==> src/rtl/tfc_pkg.sv <==
package tfc_pkg;

   typedef logic [7:0] code_t;

   typedef enum logic [2:0] {
      FLD_SEC  = 3'd0,
      FLD_MIN  = 3'd1,
      FLD_HOUR = 3'd2,
      FLD_WDAY = 3'd3,
      FLD_MDAY = 3'd4,
      FLD_MON  = 3'd5,
      FLD_YEAR = 3'd6
   } field_e;

   localparam int unsigned NUM_FIELDS = 7;
   localparam int unsigned MAX_DEC    = 99;

   // value must already be limited to 0..99
   function automatic code_t pack_digits(input logic [6:0] v);
      logic [3:0] tens;
      logic [3:0] ones;
      tens = 4'(v / 7'd10);
      ones = 4'(v % 7'd10);
      return {tens, ones};
   endfunction

   function automatic logic [7:0] unpack_digits(input code_t c);
      return ({4'd0, c[7:4]} * 8'd10) + {4'd0, c[3:0]};
   endfunction

endpackage

==> src/rtl/tfc_byte_enc.sv <==
module tfc_byte_enc #(
   parameter int unsigned IN_W = 7
) (
   input  logic [IN_W-1:0] val,
   input  logic            bin_mode,
   output tfc_pkg::code_t  code,
   output logic            over
);
   import tfc_pkg::*;

   localparam logic [IN_W-1:0] CAP = IN_W'(MAX_DEC);

   if (IN_W < 7 || IN_W > 8) begin : g_bad_width
      $error("tfc_byte_enc: IN_W must be 7 or 8");
   end

   logic       big;
   logic [6:0] limited;

   assign big     = val > CAP;
   assign limited = big ? 7'(MAX_DEC) : val[6:0];

   always_comb begin
      if (bin_mode) begin
         code = 8'(val);
         over = 1'b0;
      end else begin
         code = pack_digits(limited);
         over = big;
      end
   end

endmodule

==> src/rtl/tfc_hour_enc.sv <==
module tfc_hour_enc #(
   parameter int unsigned IN_W = 7
) (
   input  logic [IN_W-1:0] hour,
   input  logic            bin_mode,
   input  logic            hour24,
   output tfc_pkg::code_t  code,
   output logic            over
);
   import tfc_pkg::*;

   localparam logic [IN_W-1:0] HALF_DAY = IN_W'(12);

   logic [IN_W-1:0] folded;
   logic [IN_W-1:0] sel;
   logic            afternoon;
   code_t           raw;

   assign folded    = hour % HALF_DAY;
   assign afternoon = hour >= HALF_DAY;
   assign sel       = hour24 ? hour : folded;

   tfc_byte_enc #(.IN_W(IN_W)) u_digits (
      .val      (sel),
      .bin_mode (bin_mode),
      .code     (raw),
      .over     (over)
   );

   assign code = {raw[7] | (afternoon & ~hour24), raw[6:0]};

   always_comb begin
      if (!hour24) begin
         assert (code[6:0] <= 7'h11 || bin_mode)
            else $error("AST_HALF_DAY_RANGE: 12-hour code beyond 11");
      end
   end

endmodule

==> src/rtl/tfc_byte_dec.sv <==
module tfc_byte_dec (
   input  tfc_pkg::code_t code,
   input  logic           bin_mode,
   output logic [7:0]     val
);
   import tfc_pkg::*;

   assign val = bin_mode ? code : unpack_digits(code);

endmodule

==> src/rtl/tfield_codec.sv <==
module tfield_codec #(
   parameter int unsigned FIELD_W   = 7,
   parameter int unsigned MON_W     = 4,
   parameter int unsigned YEAR_W    = 12,
   parameter int unsigned YEAR_BASE = 2000,
   parameter bit          REG_OUT   = 1'b1
) (
   input  logic              clk,
   input  logic              rst_n,
   input  logic              bin_mode,
   input  logic              hour24,
   input  logic [FIELD_W-1:0] t_sec,
   input  logic [FIELD_W-1:0] t_min,
   input  logic [FIELD_W-1:0] t_hour,
   input  logic [FIELD_W-1:0] t_wday,
   input  logic [FIELD_W-1:0] t_mday,
   input  logic [MON_W-1:0]  t_mon,
   input  logic [YEAR_W-1:0] t_year,
   output logic [7:0]        e_sec,
   output logic [7:0]        e_min,
   output logic [7:0]        e_hour,
   output logic [7:0]        e_wday,
   output logic [7:0]        e_mday,
   output logic [7:0]        e_mon,
   output logic [7:0]        e_year,
   output logic              range_err,
   input  logic [7:0]        r_sec,
   input  logic [7:0]        r_min,
   input  logic [7:0]        r_hour,
   input  logic [7:0]        r_wday,
   input  logic [7:0]        r_mday,
   input  logic [7:0]        r_mon,
   input  logic [7:0]        r_year,
   output logic [7:0]        d_sec,
   output logic [7:0]        d_min,
   output logic [7:0]        d_hour,
   output logic [7:0]        d_wday,
   output logic [7:0]        d_mday,
   output logic [7:0]        d_mon,
   output logic [YEAR_W-1:0] d_year
);
   import tfc_pkg::*;

   localparam int unsigned NPLAIN   = 5;
   localparam int unsigned NDEC     = 6;
   localparam int unsigned YEAR_MAX = (1 << YEAR_W) - 1;

   if (FIELD_W < 7 || FIELD_W > 8) begin : g_bad_field
      $error("tfield_codec: FIELD_W must be 7 or 8");
   end
   if (MON_W < 4 || MON_W > 6) begin : g_bad_mon
      $error("tfield_codec: MON_W must be 4 to 6");
   end
   if (YEAR_W < 8 || YEAR_W > 16) begin : g_bad_year
      $error("tfield_codec: YEAR_W must be 8 to 16");
   end
   if (YEAR_BASE + 165 > YEAR_MAX) begin : g_bad_base
      $error("tfield_codec: YEAR_BASE does not fit YEAR_W");
   end

   // ---------------- encode ----------------
   logic [FIELD_W-1:0] plain_in [NPLAIN];
   code_t              enc_c    [NUM_FIELDS];
   logic [NUM_FIELDS-1:0] over_c;
   logic               err_c;
   logic [6:0]         mon_p1;
   logic [6:0]         yr_lo;

   assign plain_in[FLD_SEC]  = t_sec;
   assign plain_in[FLD_MIN]  = t_min;
   assign plain_in[FLD_HOUR] = t_hour;
   assign plain_in[FLD_WDAY] = t_wday;
   assign plain_in[FLD_MDAY] = t_mday;

   for (genvar gi = 0; gi < NPLAIN; gi++) begin : g_enc
      if (gi == FLD_HOUR) begin : g_hour
         tfc_hour_enc #(.IN_W(FIELD_W)) u_hour (
            .hour     (plain_in[gi]),
            .bin_mode (bin_mode),
            .hour24   (hour24),
            .code     (enc_c[gi]),
            .over     (over_c[gi])
         );
      end else begin : g_plain
         tfc_byte_enc #(.IN_W(FIELD_W)) u_field (
            .val      (plain_in[gi]),
            .bin_mode (bin_mode),
            .code     (enc_c[gi]),
            .over     (over_c[gi])
         );
      end
   end

   assign mon_p1 = 7'(t_mon) + 7'd1;
   assign yr_lo  = 7'(t_year % YEAR_W'(100));

   tfc_byte_enc #(.IN_W(7)) u_mon_enc (
      .val      (mon_p1),
      .bin_mode (bin_mode),
      .code     (enc_c[FLD_MON]),
      .over     (over_c[FLD_MON])
   );

   tfc_byte_enc #(.IN_W(7)) u_year_enc (
      .val      (yr_lo),
      .bin_mode (bin_mode),
      .code     (enc_c[FLD_YEAR]),
      .over     (over_c[FLD_YEAR])
   );

   assign err_c = |over_c;

   // ---------------- decode ----------------
   code_t            r_in    [NUM_FIELDS];
   logic [7:0]       dec_raw [NUM_FIELDS];
   logic [7:0]       dec_c   [NDEC];
   logic [YEAR_W-1:0] dyear_c;
   code_t            hour_body;

   assign r_in[FLD_SEC]  = r_sec;
   assign r_in[FLD_MIN]  = r_min;
   assign r_in[FLD_HOUR] = r_hour;
   assign r_in[FLD_WDAY] = r_wday;
   assign r_in[FLD_MDAY] = r_mday;
   assign r_in[FLD_MON]  = r_mon;
   assign r_in[FLD_YEAR] = r_year;

   assign hour_body = hour24 ? r_hour : {1'b0, r_hour[6:0]};

   for (genvar gi = 0; gi < NUM_FIELDS; gi++) begin : g_dec
      if (gi == FLD_HOUR) begin : g_hour
         tfc_byte_dec u_hour_dec (
            .code     (hour_body),
            .bin_mode (bin_mode),
            .val      (dec_raw[gi])
         );
      end else begin : g_plain
         tfc_byte_dec u_field_dec (
            .code     (r_in[gi]),
            .bin_mode (bin_mode),
            .val      (dec_raw[gi])
         );
      end
   end

   assign dec_c[FLD_SEC]  = dec_raw[FLD_SEC];
   assign dec_c[FLD_MIN]  = dec_raw[FLD_MIN];
   assign dec_c[FLD_HOUR] = dec_raw[FLD_HOUR] + ((!hour24 && r_hour[7]) ? 8'd12 : 8'd0);
   assign dec_c[FLD_WDAY] = dec_raw[FLD_WDAY];
   assign dec_c[FLD_MDAY] = dec_raw[FLD_MDAY];
   assign dec_c[FLD_MON]  = dec_raw[FLD_MON] - 8'd1;
   assign dyear_c         = YEAR_W'(YEAR_BASE) + YEAR_W'(dec_raw[FLD_YEAR]);

   // ---------------- output stage ----------------
   code_t             enc_o [NUM_FIELDS];
   logic [7:0]        dec_o [NDEC];
   logic              err_o;
   logic [YEAR_W-1:0] dyear_o;

   if (REG_OUT) begin : g_reg
      code_t             enc_q [NUM_FIELDS];
      logic [7:0]        dec_q [NDEC];
      logic              err_q;
      logic [YEAR_W-1:0] dyear_q;
      logic              primed;

      always_ff @(posedge clk or negedge rst_n) begin
         if (!rst_n) begin
            for (int i = 0; i < NUM_FIELDS; i++) enc_q[i] <= '0;
            for (int i = 0; i < NDEC; i++)       dec_q[i] <= '0;
            err_q   <= 1'b0;
            dyear_q <= '0;
            primed  <= 1'b0;
         end else begin
            for (int i = 0; i < NUM_FIELDS; i++) enc_q[i] <= enc_c[i];
            for (int i = 0; i < NDEC; i++)       dec_q[i] <= dec_c[i];
            err_q   <= err_c;
            dyear_q <= dyear_c;
            primed  <= 1'b1;
         end
      end

      assign enc_o   = enc_q;
      assign dec_o   = dec_q;
      assign err_o   = err_q;
      assign dyear_o = dyear_q;

      AST_DIGIT_NIBBLES: assert property (@(posedge clk) disable iff (!rst_n)
         primed && !$past(bin_mode) |-> (e_sec[3:0] <= 4'd9 && e_sec[7:4] <= 4'd9 &&
                                         e_year[3:0] <= 4'd9 && e_year[7:4] <= 4'd9))
         else $error("AST_DIGIT_NIBBLES");
      AST_PM_FLAG: assert property (@(posedge clk) disable iff (!rst_n)
         primed && $past(!hour24 && t_hour >= FIELD_W'(12)) |-> e_hour[7])
         else $error("AST_PM_FLAG");
      AST_H24_NO_FLAG: assert property (@(posedge clk) disable iff (!rst_n)
         primed && $past(hour24 && t_hour < FIELD_W'(24)) |-> !e_hour[7])
         else $error("AST_H24_NO_FLAG");
      AST_CLAMP_SEC: assert property (@(posedge clk) disable iff (!rst_n)
         primed && $past(!bin_mode && t_sec > FIELD_W'(99)) |-> (e_sec == 8'h99 && range_err))
         else $error("AST_CLAMP_SEC");
      AST_BIN_NO_ERR: assert property (@(posedge clk) disable iff (!rst_n)
         primed && $past(bin_mode) |-> !range_err)
         else $error("AST_BIN_NO_ERR");
      AST_MONTH_FIRST: assert property (@(posedge clk) disable iff (!rst_n)
         primed && $past(!bin_mode && r_mon == 8'h01) |-> d_mon == 8'd0)
         else $error("AST_MONTH_FIRST");
   end else begin : g_comb
      assign enc_o   = enc_c;
      assign dec_o   = dec_c;
      assign err_o   = err_c;
      assign dyear_o = dyear_c;
   end

   assign e_sec     = enc_o[FLD_SEC];
   assign e_min     = enc_o[FLD_MIN];
   assign e_hour    = enc_o[FLD_HOUR];
   assign e_wday    = enc_o[FLD_WDAY];
   assign e_mday    = enc_o[FLD_MDAY];
   assign e_mon     = enc_o[FLD_MON];
   assign e_year    = enc_o[FLD_YEAR];
   assign range_err = err_o;
   assign d_sec     = dec_o[FLD_SEC];
   assign d_min     = dec_o[FLD_MIN];
   assign d_hour    = dec_o[FLD_HOUR];
   assign d_wday    = dec_o[FLD_WDAY];
   assign d_mday    = dec_o[FLD_MDAY];
   assign d_mon     = dec_o[FLD_MON];
   assign d_year    = dyear_o;

endmodule

==> config.mk <==
export PLATFORM = sky130hd
export DESIGN_NAME = tfield_codec
export DESIGN_NICKNAME = d
export VERILOG_FILES = /design/src/rtl/tfc_pkg.sv /design/src/rtl/tfc_byte_enc.sv /design/src/rtl/tfc_hour_enc.sv /design/src/rtl/tfc_byte_dec.sv /design/src/rtl/tfield_codec.sv
export SDC_FILE = /design/constraint.sdc
export NUM_CORES = 1
export LEC_CHECK = 0
export BUFFER_PORTS_ARGS = -buffer_cell sky130_fd_sc_hd__buf_2
export CAP_MARGIN = 40
export CELL_PAD_IN_SITES_DETAIL_PLACEMENT = 1
export CELL_PAD_IN_SITES_GLOBAL_PLACEMENT = 2
export CORE_AREA = 3 3 171 173
export CTS_CLUSTER_DIAMETER = 120
export DETAILED_ROUTE_END_ITERATION = 6
export DIE_AREA = 0 0 174 176
export PLACE_DENSITY_LB_ADDON = 0.1
export SYNTH_ARGS = -nofsm -noshare
export SYNTH_HDL_FRONTEND = slang
export SYNTH_SLANG_ARGS = --single-unit
==> constraint.sdc <==
create_clock -name clk -period 1 [get_ports clk]
set_clock_uncertainty 0.05 [all_clocks]
set_input_delay 0.05 -clock clk [delete_from_list [all_inputs] [get_ports clk]]
set_output_delay 0.05 -clock clk [all_outputs]
set_load 0.005 [all_outputs]
* After elaboration in Yosys (flattened, before gate mapping)
Index checks and enable logic that the tools add are counted.
** Storage, ports and cells
- Word-level logic and storage cells :: 94
- Register bits after elaboration :: 117
- Bits of input ports :: 111
- Output and inout port bits :: 117
** Operators by class
- Bitwise gates (word level) :: 3
- Mux-type cells :: 31
- Order comparisons :: 8
- Divide/modulo/power cells :: 16
- Multiply operators :: 7
- Add/subtract/negate cells :: 11
- Reduce and logical (&&, ||, !) cells :: 3
** Operator list (number)
- 2-to-1 mux 8 bit :: 15
- adder 8 x 4 -> 8 bit :: 8
- remainder unit 7 x 4 -> 7 bit, second input constant :: 8
- 2-to-1 mux 7 bit :: 8
- divider 7 x 4 -> 7 bit, second input constant :: 7
- multiplier 4 x 3 -> 7 bit, second input constant :: 7
- greater-than comparator 7 bit, second input constant :: 6
- adder 11 x 8 -> 12 bit, first input constant :: 1
- remainder unit 12 x 7 -> 12 bit, second input constant :: 1
- subtractor 8 x 1 -> 8 bit, second input constant :: 1
- greater-or-equal comparator 7 x 4 -> 1 bit, second input constant :: 1
- greater-than comparator 5 x 7 -> 1 bit, second input constant :: 1
- 2-to-1 mux 1 bit :: 7
- OR reduction 7 bit :: 1
- adder 4 x 1 -> 5 bit, second input constant :: 1
- 2-to-1 mux 4 bit :: 1
- bitwise AND 1 bit :: 1
- logical AND 1 bit :: 1
- zero test 1 bit :: 1
- NOT 1 bit :: 1
- bitwise OR 1 bit :: 1

* Logic depth before layout (Yosys ltp)
- Depth after elaboration :: 7
- Depth in mapped cells :: 31
- Mapped depth without buffers :: 27

* Cells and area by module
Synthesis repeated with hierarchy kept, for this count alone.
** Unflattened totals
- Cells, all modules :: 1575
- Area, all modules :: 13441.6 um^2
** Modules (own cells, without submodules)
- tfc_byte_enc :: instances 7, cells each 119, area an instance 859.6 um^2, sequential area each 0.0 um^2
- tfield_codec :: instances 1, cells each 362, area an instance 4535.6 um^2, sequential area each 2902.8 um^2
- tfc_byte_dec :: instances 7, cells each 44, area an instance 342.8 um^2, sequential area each 0.0 um^2
- tfc_hour_enc :: instances 1, cells each 72, area an instance 489.2 um^2, sequential area each 0.0 um^2

* Least setup slack after synthesis
Ideal clock, no wire load.
- Path kind :: input port to flip-flop
- Start point :: input t_year[10]
- End point :: register g_reg.enc_q (netlist bit e_year[2])
- Path buffers :: 3
- Stages :: 29
- Slack :: -4.850 ns
- Data required time :: 0.856 ns
- Library setup time :: 0.094 ns
- Arrival time :: 5.707 ns
- Cell sequence :: buf_4 > buf_2 > o211a_1 > o31ai_4 > nand2b_2 > and4_4 > o21a_1 > buf_6 > o311a_1 > a221oi_2 > o211a_1 > a21oi_2 > a211oi_4 > inv_1 > ha_1 > a221o_1 > xnor2_2 > inv_2 > ha_1 > a41o_1 > a31oi_1 > o21ai_0 > a211oi_2 > or2_2 > ha_1 > inv_1 > o211a_1 > o311a_1 > a211oi_1
** RTL lines
- start, declared :: RTL line tfield_codec.sv:18 : input logic [YEAR_W-1:0] t_year,
- end, declared :: RTL line tfield_codec.sv:161 : code_t enc_q [NUM_FIELDS];

==> flow_metrics.py <==
metrics = {
    "placed_design": {
        "place_hpwl_um": 29500,
        "place_congestion": 0.886,
        "port_buffers": 225,
    },
    "clock_tree": {
        "cts_root_buf": "clkbuf_16",
        "cts_num_sinks": 114,
        "cts_htree_levels": 4,
        "cts_tree": "built",
        "cts_made_buffers": 17,
        "clock_tree.buffer_depth": 2,
        "clkTransAtPathRegs_ps": 70,
    },
    "logic_synthesis": {
        "synthesis.area_mm2": 0.00970,
        "synth_ff_type": "dfrtp_1",
        "ys.warnings.count": 0,
        "synth_compound_area_frac": 0.245,
        "yosys.area.top_type": "dfrtp_1",
        "yosysMostFrequentCell": "nand2_1",
        "synth_seq_cells": 114,
        "synth_top_family_by_area": "compound AO/OA/AOI/OAI gates",
        "ys_types": 97,
        "synth_top_area_frac": 0.294,
        "synth_edf_count": 0,
        "synth_xor_area_frac": 0.0621,
        "synth_area_leaders": "dfrtp_1, ha_1, nand2_1, o21ai_0, a21oi_1",
        "synth_mux_area_frac": 0.0490,
        "syn_avg_cell_area_um2": 8.83,
        "synth-simple-area-share": 0.173,
        "synthAdderAreaFrac": 0.129,
        "synth_commonest_cells": "nand2_1, dfrtp_1, ha_1",
        "yosysSeqAreaShare": 0.294,
        "synthArstFlopShare": 1.00,
        "netlist_instances": 1099,
    },
    "sta": {
        "finalSetupTns_ps": -101960,
        "relSlewSlack": 0.543,
        "rsz0062_at_grt": "true",
        "finalWorstSetupSlack_ps": -4400,
        "slew_viol_final": 0,
        "fmax_mhz": 185,
        "worst_slew_pin_slew_ps": 680,
        "setup_viol": 199,
        "final_hold_viol_count": 5,
        "timing.final.crit_share": 5.40,
        "hold_slack_ps": -134,
        "fin_crit_ps": 5400,
    },
    "layout": {
        "syn_to_final_growth_pct": 100,
        "final_core_util": 0.699,
        "drive_above_1_share": 0.627,
        "fin_nets": 2037,
        "fillers": 2981,
        "regArea_mm2": 0.00285,
        "multiInputGateArea_mm2": 0.00915,
    },
    "detailed_routing": {
        "dr.pass1.iters": 5,
        "wl_um": 58500,
        "first_iter_violations": 893,
        "via_count": 12700,
        "drc": 0,
        "final_antenna_net_count": 0,
        "vias_per_cell": 5.68,
        "wire_per_inst_um": 26.3,
    },
    "power": {
        "p_leak_nw": 8.84,
        "ir_worst_vdd_mv": 1.20,
        "finalPower_mw": 34.3,
        "power_density_mw_per_mm2": 1770,
    },
    "global_routing": {
        "grt_pass1_vias": 13200,
        "grt_use_total": 0.299,
        "grt_max_degree": 43,
        "grt_pass1_wl_um": 73400,
        "grt_overflow": 0,
        "antenna_found_initial": 2,
    },
    "critical_path": {
        "worstSetupPathType": "primary input to register",
        "critPathMaxFanout": 6,
        "required_ps": 1290,
        "worstSetupEndpoint": "e_year[2]",
        "cp-startpoint": "t_year[7]",
        "end_kind": "register",
        "slowest_stage": "or3b_1",
        "crit_arrival_ps": 5690,
        "cpPeakStageDelay_ps": 430,
        "start_kind": "primary input",
    },
    "floorplan": {
        "start_util": 0.349,
        "die_w_um": 174,
        "die_h_um": 176,
        "core_mm2": 0.0278,
        "rows": 61,
        "ios": 228,
        "dieArea_mm2": 0.0306,
    },
    "job": {
        "maxCapViolCount": 0,
    },
    "hold_path": {
        "holdCritPathClass": "primary input to register",
        "hold_depth": 3,
    },
    "run_status": {
        "violations": "hold timing, setup timing",
        "outcome": "finished with violations",
    },
}
==> critical path, delay by kind of cell <==
family / cells / cell delay [ps]
buffers and inverters: 6 / 630
AO/OA/AOI/OAI: 16 / 3320
XOR/XNOR: 2 / 340
AND/OR/NAND/NOR: 3 / 850
adder cells (fa/ha/maj): 3 / 480
==> per-layer routing <==
metal / vias to the layer above / GRT usage / part of all wire
met5: - / 0 / 0.00020
met4: 2 / 0.117 / 0.058
met3: 257 / 0.0499 / 0.052
met2: 616 / 0.558 / 0.52
met1: 6335 / 0.342 / 0.37
li1: 5443 / - / -
==> repair_timing <==
item,4_1_cts,5_1_grt
endpoints found under the setup margin,192,208
pin swaps,200,173
resized for setup,337,222
hold buffers,58,8
hold endpoints to repair,176,20
buffers inserted,65,70
==> worst min path at each step <==
stage                     startpoint   endpoint
final                      r_year[4]  d_year[4]
after global routing       r_year[4]  d_year[4]
after CTS                  r_year[4]  d_year[4]
after detailed placement       rst_n   e_min[5]
after global placement         rst_n   e_min[7]
after floorplan                rst_n  d_hour[0]
==> sequential cells by signal (all words and copies together), names as in the netlist <==
signal and count:
d_year 11, d_hour 8, d_mday 8, d_min 8, d_mon 8, d_sec 8, d_wday 8, e_hour 8
e_mday 8, e_min 8, e_sec 8, e_wday 8, e_year 8, e_mon 6, range_err 1
==> metrics by stage <==
| step | worst slack [ps] | std cells | hold WS, ps | area, um2 |
|---|---|---|---|---|
| 6_report | -4400 | 2227 | -134 | 19400 |
| 3_3_place_gp | -4540 | 2034 | -124 | 15000 |
| 5_1_grt | -4590 | 2227 | -135 | 19400 |
| 2_1_floorplan | -4630 | 1100 | -296 | 10900 |
| 4_1_cts | -4110 | 2173 | -74.4 | 18000 |
| 3_5_place_dp | -4830 | 2034 | -123 | 15000 |
==> cell type report <==
type                       count  share of cell area
inverter                      63              0.0127
clock inverter                14             0.00908
clock buffer                  18              0.0226
tap                          378              0.0243
sequential                   114               0.147
timing repair buffer         761               0.313
multi-input combinational    878               0.471
antenna                        1            0.000129
==> layout by cell type (no fill, tap or decap), types with 17 or more instances in the layout <==
cell	synthesis	layout
nor2_2	1	17
xnor2_2	1	19
buf_2	4	171
clkbuf_16	0	17
inv_1	61	42
a21o_1	18	18
mux2i_1	27	21
a21oi_2	2	31
a21oi_1	72	29
buf_4	9	401
nand2_1	116	89
o21ai_0	74	23
inv_2	1	18
ha_4	0	54
xor2_1	31	19
buf_8	0	23
nor2_1	70	39
o21ai_2	0	19
dlygate4sd3_1	0	60
nand2_2	3	18
dfrtp_1	114	114
buf_6	1	97
o21ai_1	6	34
==> power by group <==
part	switching [mW]	internal (mW)	total (mW)	leakage (nW)
Sequential	0.321	5.35	5.67	1.36
Clock	2.97	4.03	7.00	0.298
Combinational	11.0	10.6	21.7	7.18
Total	14.3	20.0	34.3	8.84
==> kinds of logic (layout without fill, tap and decap cells) <==
kind of cell    Yosys count  count (layout)
xor+xnor                 68              68
compound gates          335             335
flops                   114             114
fa+ha+maj                91              91
other cells               1               3
buf+inv                 108             856
simple gates            337             337
mux                      45              45
(Power assumes the default switching activity.)
